$ cat src/rtl/rzt_pkg.sv
package rzt_pkg;
  typedef enum logic [2:0] {
    ST_IDLE,
    ST_FETCH,
    ST_LOAD,
    ST_SEND,
    ST_GAP
  } rzt_state_e;
endpackage

$ cat src/rtl/rzt_bit_timer.sv
module rzt_bit_timer #(
  parameter int FAST_DIV = 20,
  parameter int SLOW_DIV = 160
) (
  input  logic clk_i,
  input  logic rst_i,
  input  logic run_i,
  input  logic slow_i,
  output logic first_half_o,
  output logic bit_end_o
);
  localparam int MAX_DIV = (SLOW_DIV > FAST_DIV) ? SLOW_DIV : FAST_DIV;
  localparam int CW = $clog2(MAX_DIV + 1);
  localparam logic [CW-1:0] FAST_L = CW'(FAST_DIV);
  localparam logic [CW-1:0] SLOW_L = CW'(SLOW_DIV);

  logic [CW-1:0] cnt_q;
  logic [CW-1:0] div_w;

  assign div_w        = slow_i ? SLOW_L : FAST_L;
  assign bit_end_o    = run_i && (cnt_q == div_w - CW'(1));
  assign first_half_o = run_i && (cnt_q < (div_w >> 1));

  always_ff @(posedge clk_i) begin
    if (rst_i || !run_i) begin
      cnt_q <= '0;
    end else if (bit_end_o) begin
      cnt_q <= '0;
    end else begin
      cnt_q <= cnt_q + CW'(1);
    end
  end
endmodule

$ cat src/rtl/rzt_word_fmt.sv
module rzt_word_fmt #(
  parameter int WORD_W  = 32,
  parameter int LABEL_W = 8
) (
  input  logic [WORD_W-1:0] word_i,
  input  logic              par_en_i,
  input  logic              par_odd_i,
  output logic [WORD_W-1:0] tx_o
);
  function automatic logic fill_parity(input logic [WORD_W-2:0] body, input logic odd);
    return odd ? ~(^body) : (^body);
  endfunction

  logic [WORD_W-1:0] word_p;

  assign word_p = par_en_i ? {fill_parity(word_i[WORD_W-2:0], par_odd_i), word_i[WORD_W-2:0]}
                           : word_i;

  for (genvar k = 0; k < WORD_W; k++) begin : g_order
    if (k < LABEL_W) begin : g_label
      assign tx_o[k] = word_p[LABEL_W-1-k];
    end else begin : g_body
      assign tx_o[k] = word_p[k];
    end
  end
endmodule

$ cat src/rtl/rz_word_tx.sv
module rz_word_tx
  import rzt_pkg::*;
#(
  parameter int WORD_W    = 32,
  parameter int LABEL_W   = 8,
  parameter int FAST_DIV  = 20,
  parameter int SLOW_DIV  = 160,
  parameter int SHORT_GAP = 4,
  parameter int LONG_GAP  = 64
) (
  input  logic              clk_i,
  input  logic              rst_i,
  input  logic              en_i,
  input  logic              fast_i,
  input  logic              short_gap_i,
  input  logic              par_en_i,
  input  logic              par_odd_i,
  input  logic              fifo_empty_i,
  input  logic [WORD_W-1:0] fifo_data_i,
  output logic              fifo_rd_o,
  output logic              line_a_o,
  output logic              line_b_o,
  output logic              busy_o
);
  localparam int BW = $clog2(WORD_W);
  localparam int MAX_GAP = (LONG_GAP > SHORT_GAP) ? LONG_GAP : SHORT_GAP;
  localparam int GW = $clog2(MAX_GAP + 1);
  localparam logic [BW-1:0] LAST_BIT = BW'(WORD_W - 1);

  rzt_state_e        state_q;
  logic [WORD_W-1:0] shreg_q;
  logic [BW-1:0]     bit_idx_q;
  logic [GW-1:0]     gap_idx_q;
  logic              slow_q;
  logic              short_q;

  logic [WORD_W-1:0] fmt_vec;
  logic              run_w;
  logic              first_half;
  logic              bit_end;
  logic              last_bit;
  logic              gap_last;
  logic [GW-1:0]     gap_len;

  rzt_word_fmt #(.WORD_W(WORD_W), .LABEL_W(LABEL_W)) i_fmt (
    .word_i   (fifo_data_i),
    .par_en_i (par_en_i),
    .par_odd_i(par_odd_i),
    .tx_o     (fmt_vec)
  );

  assign run_w = (state_q == ST_SEND) || (state_q == ST_GAP);

  rzt_bit_timer #(.FAST_DIV(FAST_DIV), .SLOW_DIV(SLOW_DIV)) i_timer (
    .clk_i       (clk_i),
    .rst_i       (rst_i),
    .run_i       (run_w),
    .slow_i      (slow_q),
    .first_half_o(first_half),
    .bit_end_o   (bit_end)
  );

  assign gap_len  = short_q ? GW'(SHORT_GAP) : GW'(LONG_GAP);
  assign last_bit = (state_q == ST_SEND) && bit_end && (bit_idx_q == LAST_BIT);
  assign gap_last = (state_q == ST_GAP) && bit_end && (gap_idx_q == gap_len - GW'(1));

  always_ff @(posedge clk_i) begin
    if (rst_i) begin
      state_q   <= ST_IDLE;
      shreg_q   <= '0;
      bit_idx_q <= '0;
      gap_idx_q <= '0;
      slow_q    <= 1'b0;
      short_q   <= 1'b0;
    end else begin
      case (state_q)
        ST_IDLE: begin
          if (en_i && !fifo_empty_i) state_q <= ST_FETCH;
        end
        ST_FETCH: state_q <= ST_LOAD;
        ST_LOAD: begin
          shreg_q   <= fmt_vec;
          slow_q    <= !fast_i;
          short_q   <= short_gap_i;
          bit_idx_q <= '0;
          state_q   <= ST_SEND;
        end
        ST_SEND: begin
          if (last_bit) begin
            gap_idx_q <= '0;
            state_q   <= ST_GAP;
          end else if (bit_end) begin
            bit_idx_q <= bit_idx_q + BW'(1);
            shreg_q   <= shreg_q >> 1;
          end
        end
        ST_GAP: begin
          if (gap_last) begin
            state_q <= ST_IDLE;
          end else if (bit_end) begin
            gap_idx_q <= gap_idx_q + GW'(1);
          end
        end
        default: state_q <= ST_IDLE;
      endcase
    end
  end

  assign fifo_rd_o = (state_q == ST_FETCH);
  assign busy_o    = (state_q != ST_IDLE);
  assign line_a_o  = (state_q == ST_SEND) && first_half && shreg_q[0];
  assign line_b_o  = (state_q == ST_SEND) && first_half && !shreg_q[0];


  rd_one_cycle_chk: assert property (@(posedge clk_i) disable iff (rst_i)
    fifo_rd_o |=> !fifo_rd_o);


  rd_cond_chk: assert property (@(posedge clk_i) disable iff (rst_i)
    fifo_rd_o |-> $past(en_i && !fifo_empty_i));


  lines_excl_chk: assert property (@(posedge clk_i) disable iff (rst_i)
    !(line_a_o && line_b_o));


  idle_quiet_chk: assert property (@(posedge clk_i) disable iff (rst_i)
    !busy_o |-> (!line_a_o && !line_b_o));


  gap_end_chk: assert property (@(posedge clk_i) disable iff (rst_i)
    $fell(busy_o) |-> $past(gap_last));
endmodule

$ cat config.mk
export PLATFORM = sky130hd
export DESIGN_NAME = rz_word_tx
export DESIGN_NICKNAME = d
export VERILOG_FILES = /design/src/rtl/rzt_pkg.sv /design/src/rtl/rzt_bit_timer.sv /design/src/rtl/rzt_word_fmt.sv /design/src/rtl/rz_word_tx.sv
export SDC_FILE = /design/constraint.sdc
export NUM_CORES = 1
export LEC_CHECK = 0
export ABC_AREA = 1
export BUFFER_PORTS_ARGS = -buffer_cell sky130_fd_sc_hd__buf_4
export CORE_MARGIN = 2
export CORE_UTILIZATION = 59
export DETAILED_ROUTE_END_ITERATION = 8
export PLACE_DENSITY = 0.89
export SYNTH_ARGS = -nofsm -noshare
export SYNTH_HDL_FRONTEND = slang
export SYNTH_HIERARCHICAL = 1
export SYNTH_SLANG_ARGS = --single-unit
export TNS_END_PERCENT = 50
$ cat constraint.sdc
create_clock -name clk_i -period 2.7 [get_ports clk_i]
set_input_delay 0.135 -clock clk_i [delete_from_list [all_inputs] [get_ports clk_i]]
set_output_delay 0.135 -clock clk_i [all_outputs]
set_load 0.1 [all_outputs]
==> results.toml, run 1 <==
[power_and_ir_drop]
cellLeakagePower_uw = 0.00190
netSwitchingFraction_pct = 35.2
p_int_uw = 1640
pwr-share-seq_pct = 42.9
switchingPower_uw = 888
p_per_area_mw_per_mm2 = 623
finalPower_uw = 2520
power_frac_comb_pct = 28.8
clkPwrFrac_pct = 28.3
peakVddDrop_uv = 441

[global_routing]
track_usage_pct = 23.3
grt_pass1_vias = 3267
grt_max_degree = 69
grt_pass1_wl_um = 13600
antenna_found_initial = 0
overflow = 0

[die]
io_pins = 44
start_util_pct = 60.3
die_w_um = 84.1
die_h_um = 84.1
std_cell_rows = 29
core_area_mm2 = 0.00628
die-area_mm2 = 0.00707

[worst_setup_path]
critPathKind = "register to register"
r2r-end = "gap_idx_q[4]$_SDFFE_PP0P_"
cp_max_fo = 12
required_ns = 2.97
worst-r2r-setup-slack_ns = 0.40
worstPathArrival_ns = 2.57
critPathLaunch = "slow_q$_SDFFE_PP0P_"
critPathCaptureType = "register"
r2r_cells = 14
crit_end = "gap_idx_q[4]$_SDFFE_PP0P_"
reg2reg_from = "slow_q$_SDFFE_PP0P_"
startpoint_type = "register"

[placed_design]
dp_hpwl_um = 5550
gp_congestion = 0.834
dpl_cell_area_mm2 = 0.00386
port_buffers = 43

[yosys]
yosys.area_share.simple_pct = 32.7
synth.avg_cell_area_um2 = 6.47
postSynthCellCount = 585
synth_mux_area_share_pct = 0
synthXorXnorAreaFrac_pct = 3.94
ys_ff_latch = 57
yosysSeqAreaShare_pct = 30.2
yosysWarningCount = 6
synth_fa_ha_area_share_pct = 2.32
syn_area_mm2 = 0.00378
yosysUniqueCellTypes = 35
synthesis.nets = 632
synth_top_family_by_area = "simple AND/OR/NAND/NOR gates"
synth_compound_area_share_pct = 14.8

[clock_tree]
cts-buffers-inserted = 9
clock-sinks = 57
clk_pin_slew_ns = 0.06
root_buffer = "clkbuf_8"
cts_tree = "yes"
max-clock-path-buffers = 2
clock_latency_ns = 0.34
htreeDepth = 3

[cells_and_area]
drive_above_1_share_pct = 15.9
fin_nets = 638
area_growth_pct = 7.11
design_area_mm2 = 0.00405
num_antenna_cells = 0

[routing]
wl_um = 7770
vias = 3610
wl_per_cell_um = 11.5
firstDrtPassIters = 5
drc_errors = 0
antenna_left = 0
vias_per_cell = 5.36
first_iter_violations = 161

[sta]
holdWs_ns = 0.0776
rsz0062_at_grt = "false"
fin_setup_tns_ns = 0
slew_violations = 0
layout_min_cycle_time_ns = 2.30
final_hold_viol_count = 0
relSlewSlack_pct = 36.8
fmaxAchievable_mhz = 435
period_share_pct = 85.1
worstMarginPinSlew_ns = 0.947
setup_viol = 0
clock_skew_ns = 0.00685

[outcome]
outcome = "finished, final reports clean"

[worst_hold_path]
hold_path_depth = 3
hold_path_class = "primary input to register"

[run]
cap_violations = 0
cell families after synthesis:
family	after synthesis
xor gates and xnor gates	17
DFF	57
and+or+nand+nor	296
buffers and inverters	112
adders and majority gates	7
AOI/OAI and AO/OA	96
worst min path at each step:
stage	slack, ns	end	start
finish	0.08	shreg_q[16]$_SDFFE_PP0P_	fifo_data_i[16]
global route	0.06	shreg_q[31]$_SDFFE_PP0P_	rst_i
CTS	0.05	state_q[0]$_SDFFE_PP0P_	rst_i
detailed placement	0.32	slow_q$_SDFFE_PP0P_	fast_i
global placement	0.33	slow_q$_SDFFE_PP0P_	fast_i
floorplan	0.22	slow_q$_SDFFE_PP0P_	fast_i
Yosys cell counts, drive strengths merged:
cell type | count | share of area [%]
nand2 | 210 | 22
nand3 | 29 | 4.1
dfxtp | 57 | 30
o21a | 1 | 0.20
xor2 | 8 | 1.9
buf | 42 | 8.9
o211ai | 2 | 0.40
or2 | 2 | 0.33
nor3b | 2 | 0.40
nand3b | 1 | 0.20
inv | 59 | 5.9
xnor2 | 9 | 2.1
a21oi | 19 | 2.8
nor3 | 3 | 0.40
nor2 | 44 | 5.0
nand4 | 4 | 0.66
o21bai | 2 | 0.69
ha | 7 | 2.3
a31oi | 32 | 5.3
o211a | 1 | 0.26
nand2b | 1 | 0.17
clkinv | 1 | 0.23
o21ai | 39 | 5.2
clkbuf | 10 | 1.0
sequential cells by signal, summed over array words and instances (netlist names):
| register | cells |
|---|---|
| bit_idx_q | 5 |
| gap_idx_q | 7 |
| i_timer/cnt_q | 8 |
| short_q | 1 |
| shreg_q | 32 |
| slow_q | 1 |
| state_q | 3 |
metrics by stage:
step | setup WS (ns) | instances | util (%)
5_1_grt | 0.0290 | 673 | 64.5
6_report | 0.403 | 673 | 64.5
3_5_place_dp | 0.333 | 656 | 61.6
3_3_place_gp | 0.493 | 656 | 61.6
4_1_cts | 0.316 | 673 | 64.5
2_1_floorplan | -0.641 | 585 | -
final cells by class:
type	count	area, um2
flip-flops and latches	57	1140
clock buffers	13	159
multi-input cells	416	2040
clock inverters	3	15.0
inverters	60	230
repair buffers	47	368
fillers	574	2230
well taps	77	96.3
layer usage:
| metal | part of all wire [%] | GRT usage, % | vias to the layer above |
|---|---|---|---|
| met2 | 50 | 41.0 | 94 |
| met4 | 1.2 | 6.89 | 0 |
| met5 | 0 | 0 | - |
| met1 | 43 | 27.0 | 1650 |
| li1 | - | - | 1854 |
| met3 | 5.4 | 7.02 | 12 |
power groups by stage:
| stage | sequential [uW] | clock, uW | combinational, uW |
|---|---|---|---|
| 5_1_grt | 1100 | 762 | 824 |
| 3_3_place_gp | 1090 | 0 | 691 |
| 2_1_floorplan | 1070 | 0 | 637 |
| 4_1_cts | 1080 | 725 | 728 |
| 6_report | 1080 | 713 | 728 |
| 3_5_place_dp | 1100 | 0 | 723 |
repair_timing:
action / CTS / global route
buffers inserted: 0 / 0
endpoints found under the setup margin: 0 / 4
hold buffers: 1 / 0
gates resized for setup: 0 / 1
endpoints found under the hold margin: 1 / 0
placed cells by master, fill, tap and decap left out, types with 2 or more instances in the layout:
cell,count
nand4_1,4
or2_2,2
clkbuf_8,11
a31oi_1,32
nand2_2,10
nand2_1,200
buf_4,45
o21ai_0,27
xor2_1,8
clkinv_2,3
nor2_2,7
dfxtp_1,57
nand3_1,27
clkbuf_1,2
xnor2_1,9
o211ai_1,2
nand3_2,2
inv_1,50
nor2_1,36
o21ai_1,12
a21oi_1,18
inv_2,9
nor3_1,3
ha_1,7
critical path, stage by stage, from the launching register on:
cell	delay, ns
dfxtp_1	0.42
ha_1	0.29
inv_1	0.07
nand2_1	0.04
nor2_1	0.08
nand2_1	0.11
nor2_2	0.19
inv_1	0.08
nor2_1	0.11
nand3_1	0.08
nand2_1	0.10
nand2_1	0.25
nand2_1	0.20
nand2_1	0.07
a21oi_1	0.14
No activity file was read; power rests on OpenSTA's default activity.
==> inputs of run 2 (changes only) <==
- CORE_UTILIZATION: 59 -> 45
- PLACE_DENSITY: 0.89 -> 0.72
- clock period: 2.7 -> 2.6 ns (I/O delays scaled with it)
==> run 2 against run 1 <==
  * Sequential share of layout area down 0.60 points
  * Utilization shrank 14 points
  * Critical path depth stayed put
  * Critical path type unchanged
  * Critical endpoint is now gap_idx_q[2]$_SDFFE_PP0P_
  * Highest routed layer unchanged
==> results.toml, run 2 (synthesis gave the netlist of run 1 again) <==
[global_routing]
overflow = 0
grt_max_degree = 69
grt_pass1_vias = 3242
grt_pass1_wl_um = 13200
track_usage_pct = 18.0
antenna_found_initial = 0

[worst_setup_path]
cp_max_fo = 12
r2r_cells = 14
reg2reg_from = "slow_q$_SDFFE_PP0P_"
critPathKind = "register to register"
critPathCaptureType = "register"
crit_end = "gap_idx_q[2]$_SDFFE_PP0P_"
worst-r2r-setup-slack_ns = 0.35
r2r-end = "gap_idx_q[2]$_SDFFE_PP0P_"
worstPathArrival_ns = 2.51
critPathLaunch = "slow_q$_SDFFE_PP0P_"
required_ns = 2.86
startpoint_type = "register"

[sta]
relSlewSlack_pct = 71.4
period_share_pct = 86.6
fmaxAchievable_mhz = 444
rsz0062_at_grt = "false"
setup_viol = 0
clock_skew_ns = 0.00815
slew_violations = 0
layout_min_cycle_time_ns = 2.25
final_hold_viol_count = 0
worstMarginPinSlew_ns = 0.429

[placed_design]
dp_hpwl_um = 5450
gp_congestion = 0.872
numPlacedInstances = 687
port_buffers = 43
dpl_cell_area_mm2 = 0.00392

[power_and_ir_drop]
cellLeakagePower_uw = 0.00192
peakVddDrop_uv = 323
p_per_area_mw_per_mm2 = 654

[routing]
wl_um = 7550
first_iter_violations = 196
vias = 3512
vias_per_cell = 4.99
wl_per_cell_um = 10.7
drc_errors = 0
antenna_left = 0
firstDrtPassIters = 4

[cells_and_area]
design_area_mm2 = 0.00414
drive_above_1_share_pct = 16.7
num_antenna_cells = 0
top_regs = "shreg_q x32, i_timer/cnt_q x8, gap_idx_q x7"
largest_register_ffs = 32
final_common_cell = "nand2_1"
fin_nets = 641
layout_common_cells = "nand2_1 (199), dfxtp_1 (57), inv_1 (50), buf_4 (48), nor2_1 (37)"
stdcell_count = 704
regMostFlops = "shreg_q"
area_growth_pct = 9.46

[clock_tree]
post_cts_buffers = 0
root_buffer = "clkbuf_8"
htreeDepth = 3
clock-sinks = 57
cts-buffers-inserted = 9
clk_pin_slew_ns = 0.07
cts_tree = "yes"
max-clock-path-buffers = 2
clock_latency_ns = 0.33

[die]
start_util_pct = 46.3
core_area_mm2 = 0.00818
die-area_mm2 = 0.00915
die_h_um = 95.7
die_w_um = 95.7
std_cell_rows = 33
io_pins = 44

[outcome]
outcome = "finished, final reports clean"

[worst_hold_path]
hold_path_class = "primary input to register"

[run]
cap_violations = 0
## run 2: worst min path at each step
stage | start | end | slack [ns] | cells after the start
CTS | rst_i | shreg_q[31]$_SDFFE_PP0P_ | 0.05 | 2
global placement | fast_i | slow_q$_SDFFE_PP0P_ | 0.32 | 2
floorplan | fast_i | slow_q$_SDFFE_PP0P_ | 0.22 | 1
global route | rst_i | gap_idx_q[3]$_SDFFE_PP0P_ | 0.06 | 2
finish | rst_i | shreg_q[31]$_SDFFE_PP0P_ | 0.07 | 2
detailed placement | fast_i | slow_q$_SDFFE_PP0P_ | 0.32 | 2
## run 2: what timing repair did
item	CTS	global route
setup endpoints to repair	0	6
hold buffers	1	0
resized for setup	0	1
hold endpoints to repair	1	0
## run 2: power breakdown
part           internal, uW  switching [uW]  total, uW
clock network           469             366        836
logic                   276             474        749
registers              1030            90.9       1120
total                  1780             931       2710
## run 2: layout make-up
class	count	area, um2
Fill cell	839	4040
Tap cell	105	131
Inverter	60	230
Sequential cell	57	1140
Clock inverter	6	67.6
Clock buffer	10	138
Multi-Input combinational cell	416	2040
Timing Repair Buffer	50	390
## run 2: layer usage
metal	GRT usage, %	share of wire [%]	vias up
li1	-	-	1864
met1	21.3	46	1559
met2	31.1	47	76
met3	5.14	4.7	13
met4	6.67	1.7	0
met5	0	0	-
## run 2: through the flow
step                      hold WS, ns  utilization (%)  setup TNS, ns  worst slack [ns]  power [uW]
after floorplan                 0.219                -         -0.736            -0.736        1780
after global placement          0.324             48.0              0             0.379        1860
after detailed placement        0.324             48.0              0             0.252        1890
after CTS                      0.0518             50.6              0             0.219        2730
after global routing           0.0584             50.6              0            0.0282        2890
final                          0.0714             50.6              0             0.349        2710
## run 2: critical path, stage by stage, from the launching register on
cell and delay (ns):
dfxtp_1 0.42, ha_1 0.29, inv_1 0.06, nand2_1 0.05, nor2_1 0.08, nand2_1 0.10
nor2_1 0.27, inv_1 0.10, nor2_1 0.11, nand3_1 0.08, nand2_1 0.12, nand2_2 0.17
nand2_1 0.16, nand2_1 0.06, a21oi_1 0.12
==> inputs of run 3 (changes only) <==
- PLACE_DENSITY: 0.72 -> 0.73
- SYNTH_HIERARCHICAL: 1 -> not set
- clock period: 2.6 -> 2.5 ns (I/O delays scaled with it)
==> run 3 against run 2 <==
  * Clock power grew 6.7%
  * Clock skew grew 0.00066 ns
  * Count of clock-buffer cells in the layout up 4
  * Register-to-register slack better by 0.05 ns
  * Fmax grew 7.2%
  * Via count shrank 6.3%
  * Largest cell class unchanged
  * Largest power group unchanged
==> results.toml, run 3 <==
[sta]
period_share_pct = 84.0
fmaxAchievable_mhz = 476
layout_min_cycle_time_ns = 2.10
relSlewSlack_pct = 72.9
worstMarginPinSlew_ns = 0.407
fin_setup_tns_ns = 0
fin_ws_ns = 0.400
rsz0062_at_grt = "false"
clock_skew_ns = 0.00881
final_hold_viol_count = 0
setup_viol = 0
slew_violations = 0

[yosys]
yosysSeqAreaShare_pct = 34.2
yosysWarningCount = 0
syn_area_mm2 = 0.00334
ys_ff_latch = 57
yosysMostFrequentCell = "nand2_1"
synth_top_cell_by_area = "dfxtp_1"
synthesis.nets = 566
yosys.area.top_type_share_pct = 34.2
synth.avg_cell_area_um2 = 6.43
synth_area_leaders = "dfxtp_1 (34%), nand2_1 (22%), a31oi_1 (6.0%), inv_1 (5.4%), nor2_1 (4.6%)"
synth_edf_count = 0
yosysUniqueCellTypes = 31
ys.flop_type = "dfxtp_1"
yosys-top-cells-count = "nand2_1 (192), dfxtp_1 (57), inv_1 (48), nor2_1 (41), a31oi_1 (32)"
postSynthCellCount = 519
synthArstFlopShare_pct = 0

[clock_tree]
htreeDepth = 3
post_cts_buffers = 0
cts_tree = "yes"
cts_resized = 0
clock_latency_ns = 0.33
max-clock-path-buffers = 2
ctsHoldBuffers = 1
cts-buffers-inserted = 9
clk_pin_slew_ns = 0.06
root_buffer = "clkbuf_8"
clock-sinks = 57

[placed_design]
port_buffers = 43
dp_slack_ns = 0.406
dp_hpwl_um = 5290
gp_congestion = 0.826

[global_routing]
overflow = 0
track_usage_pct = 18.8
antenna_found_initial = 0
grt_pass1_vias = 3020
grt_pass1_wl_um = 12800
grt_max_degree = 47

[routing]
wl_um = 7200
vias_per_cell = 4.93
drc_errors = 0
vias = 3291
firstDrtPassIters = 4
antenna_left = 0
wl_per_cell_um = 10.8
first_iter_violations = 133

[outcome]
outcome = "finished, final reports clean"

[cells_and_area]
num_antenna_cells = 0
final_common_cell = "nand2_1"
drive_above_1_share_pct = 13.7
top_regs = "shreg_q x32, i_timer.cnt_q x8, gap_idx_q x7"
area_growth_pct = 18.9
fillCellCount = 725
fin_nets = 610
largest_register_ffs = 32
layout_common_cells = "nand2_1 (192), dfxtp_1 (57), inv_1 (48), buf_4 (48), nor2_1 (41)"
regMostFlops = "shreg_q"

[die]
core_area_mm2 = 0.00721
io_pins = 44
start_util_pct = 46.2
std_cell_rows = 31
die_h_um = 90.1
die-area_mm2 = 0.00812
die_w_um = 90.1

[power_and_ir_drop]
peakVddDrop_uv = 279
cellLeakagePower_uw = 0.00189
p_per_area_mw_per_mm2 = 679

[worst_setup_path]
startpoint_type = "register"
crit_slowest_cell = "dfxtp_1"
required_ns = 2.72
path_delay_family = "simple AND/OR/NAND/NOR gates"
worstPathArrival_ns = 2.32
crit_top_cell = "a21oi_1"
crit_buf_inv = 1
max_stage_delay_ns = 0.40
critPathCaptureType = "register"
cp_max_fo = 6
crit_path_cell_trace = "ha_1 -> inv_1 -> nand3_1 -> nor3_4 -> a21oi_1 -> a21oi_1 -> nand2_1 -> nand2_1 -> a21oi_1"
critPathKind = "register to register"

[worst_hold_path]
hold_path_class = "primary input to register"

[run]
cap_violations = 0
## run 3: layer usage
metal / GRT usage (%) / wire [um] / up-vias
li1: - / - / 1763
met1: 23.5 / 3420 / 1455
met2: 31.3 / 3350 / 64
met3: 5.28 / 327 / 9
met4: 6.03 / 106 / 0
met5: 0 / 0 / -
## run 3: layout make-up
class,count,area (um2),area share [%]
inverters,53,199,5.02
clock inverters,2,35.0,0.883
clock buffers,14,173,4.35
well taps,99,124,3.12
repair buffers,50,390,9.84
flip-flops and latches,57,1140,28.8
multi-input cells,392,1900,48.0
## run 3: stage by stage
stage          util [%]  area, um2  hold slack, ns  total power, uW  cells
6_report           55.0       3970          0.0225             2690    667
5_1_grt            55.0       3970          0.0283             2860    667
3_3_place_gp       52.0       3750           0.314             1800    650
3_5_place_dp       52.0       3750           0.315             1820    650
2_1_floorplan         -       3340           0.194             1640    519
4_1_cts            55.0       3970          0.0168             2720    667
## run 3: worst paths after layout
check / startpoint / endpoint / slack, ns / cells past startpoint
worst max-delay path: slow_q$_SDFFE_PP0P_ / gap_idx_q[2]$_SDFFE_PP0P_ / 0.40 / 9
worst max register to register: slow_q$_SDFFE_PP0P_ / gap_idx_q[2]$_SDFFE_PP0P_ / 0.40 / 9
worst min register to register: i_timer.cnt_q[0]$_SDFF_PP0_ / i_timer.cnt_q[0]$_SDFF_PP0_ / 0.45 / 1
worst min-delay path: short_gap_i / short_q$_SDFFE_PP0P_ / 0.02 / 3
## run 3: cells by family (layout without fill, tap and decap cells)
| group | Yosys count | after routing | synth area share, % |
|---|---|---|---|
| xor gates and xnor gates | 19 | 19 | 4.99 |
| DFF | 57 | 57 | 34.2 |
| and+or+nand+nor | 271 | 271 | 33.4 |
| buffers and inverters | 70 | 119 | 8.70 |
| adders and majority gates | 7 | 7 | 2.63 |
| AOI/OAI and AO/OA | 95 | 95 | 16.1 |
## run 3: worst min-delay path, cell delays in order
cell and delay (ns):
buf_4 0.08, nor2_1 0.03, nor2_1 0.08
## run 3: power breakdown
part | switching (uW) | internal (uW) | total (uW)
clock network | 350 | 541 | 892
logic | 436 | 254 | 690
registers | 70.7 | 1040 | 1110
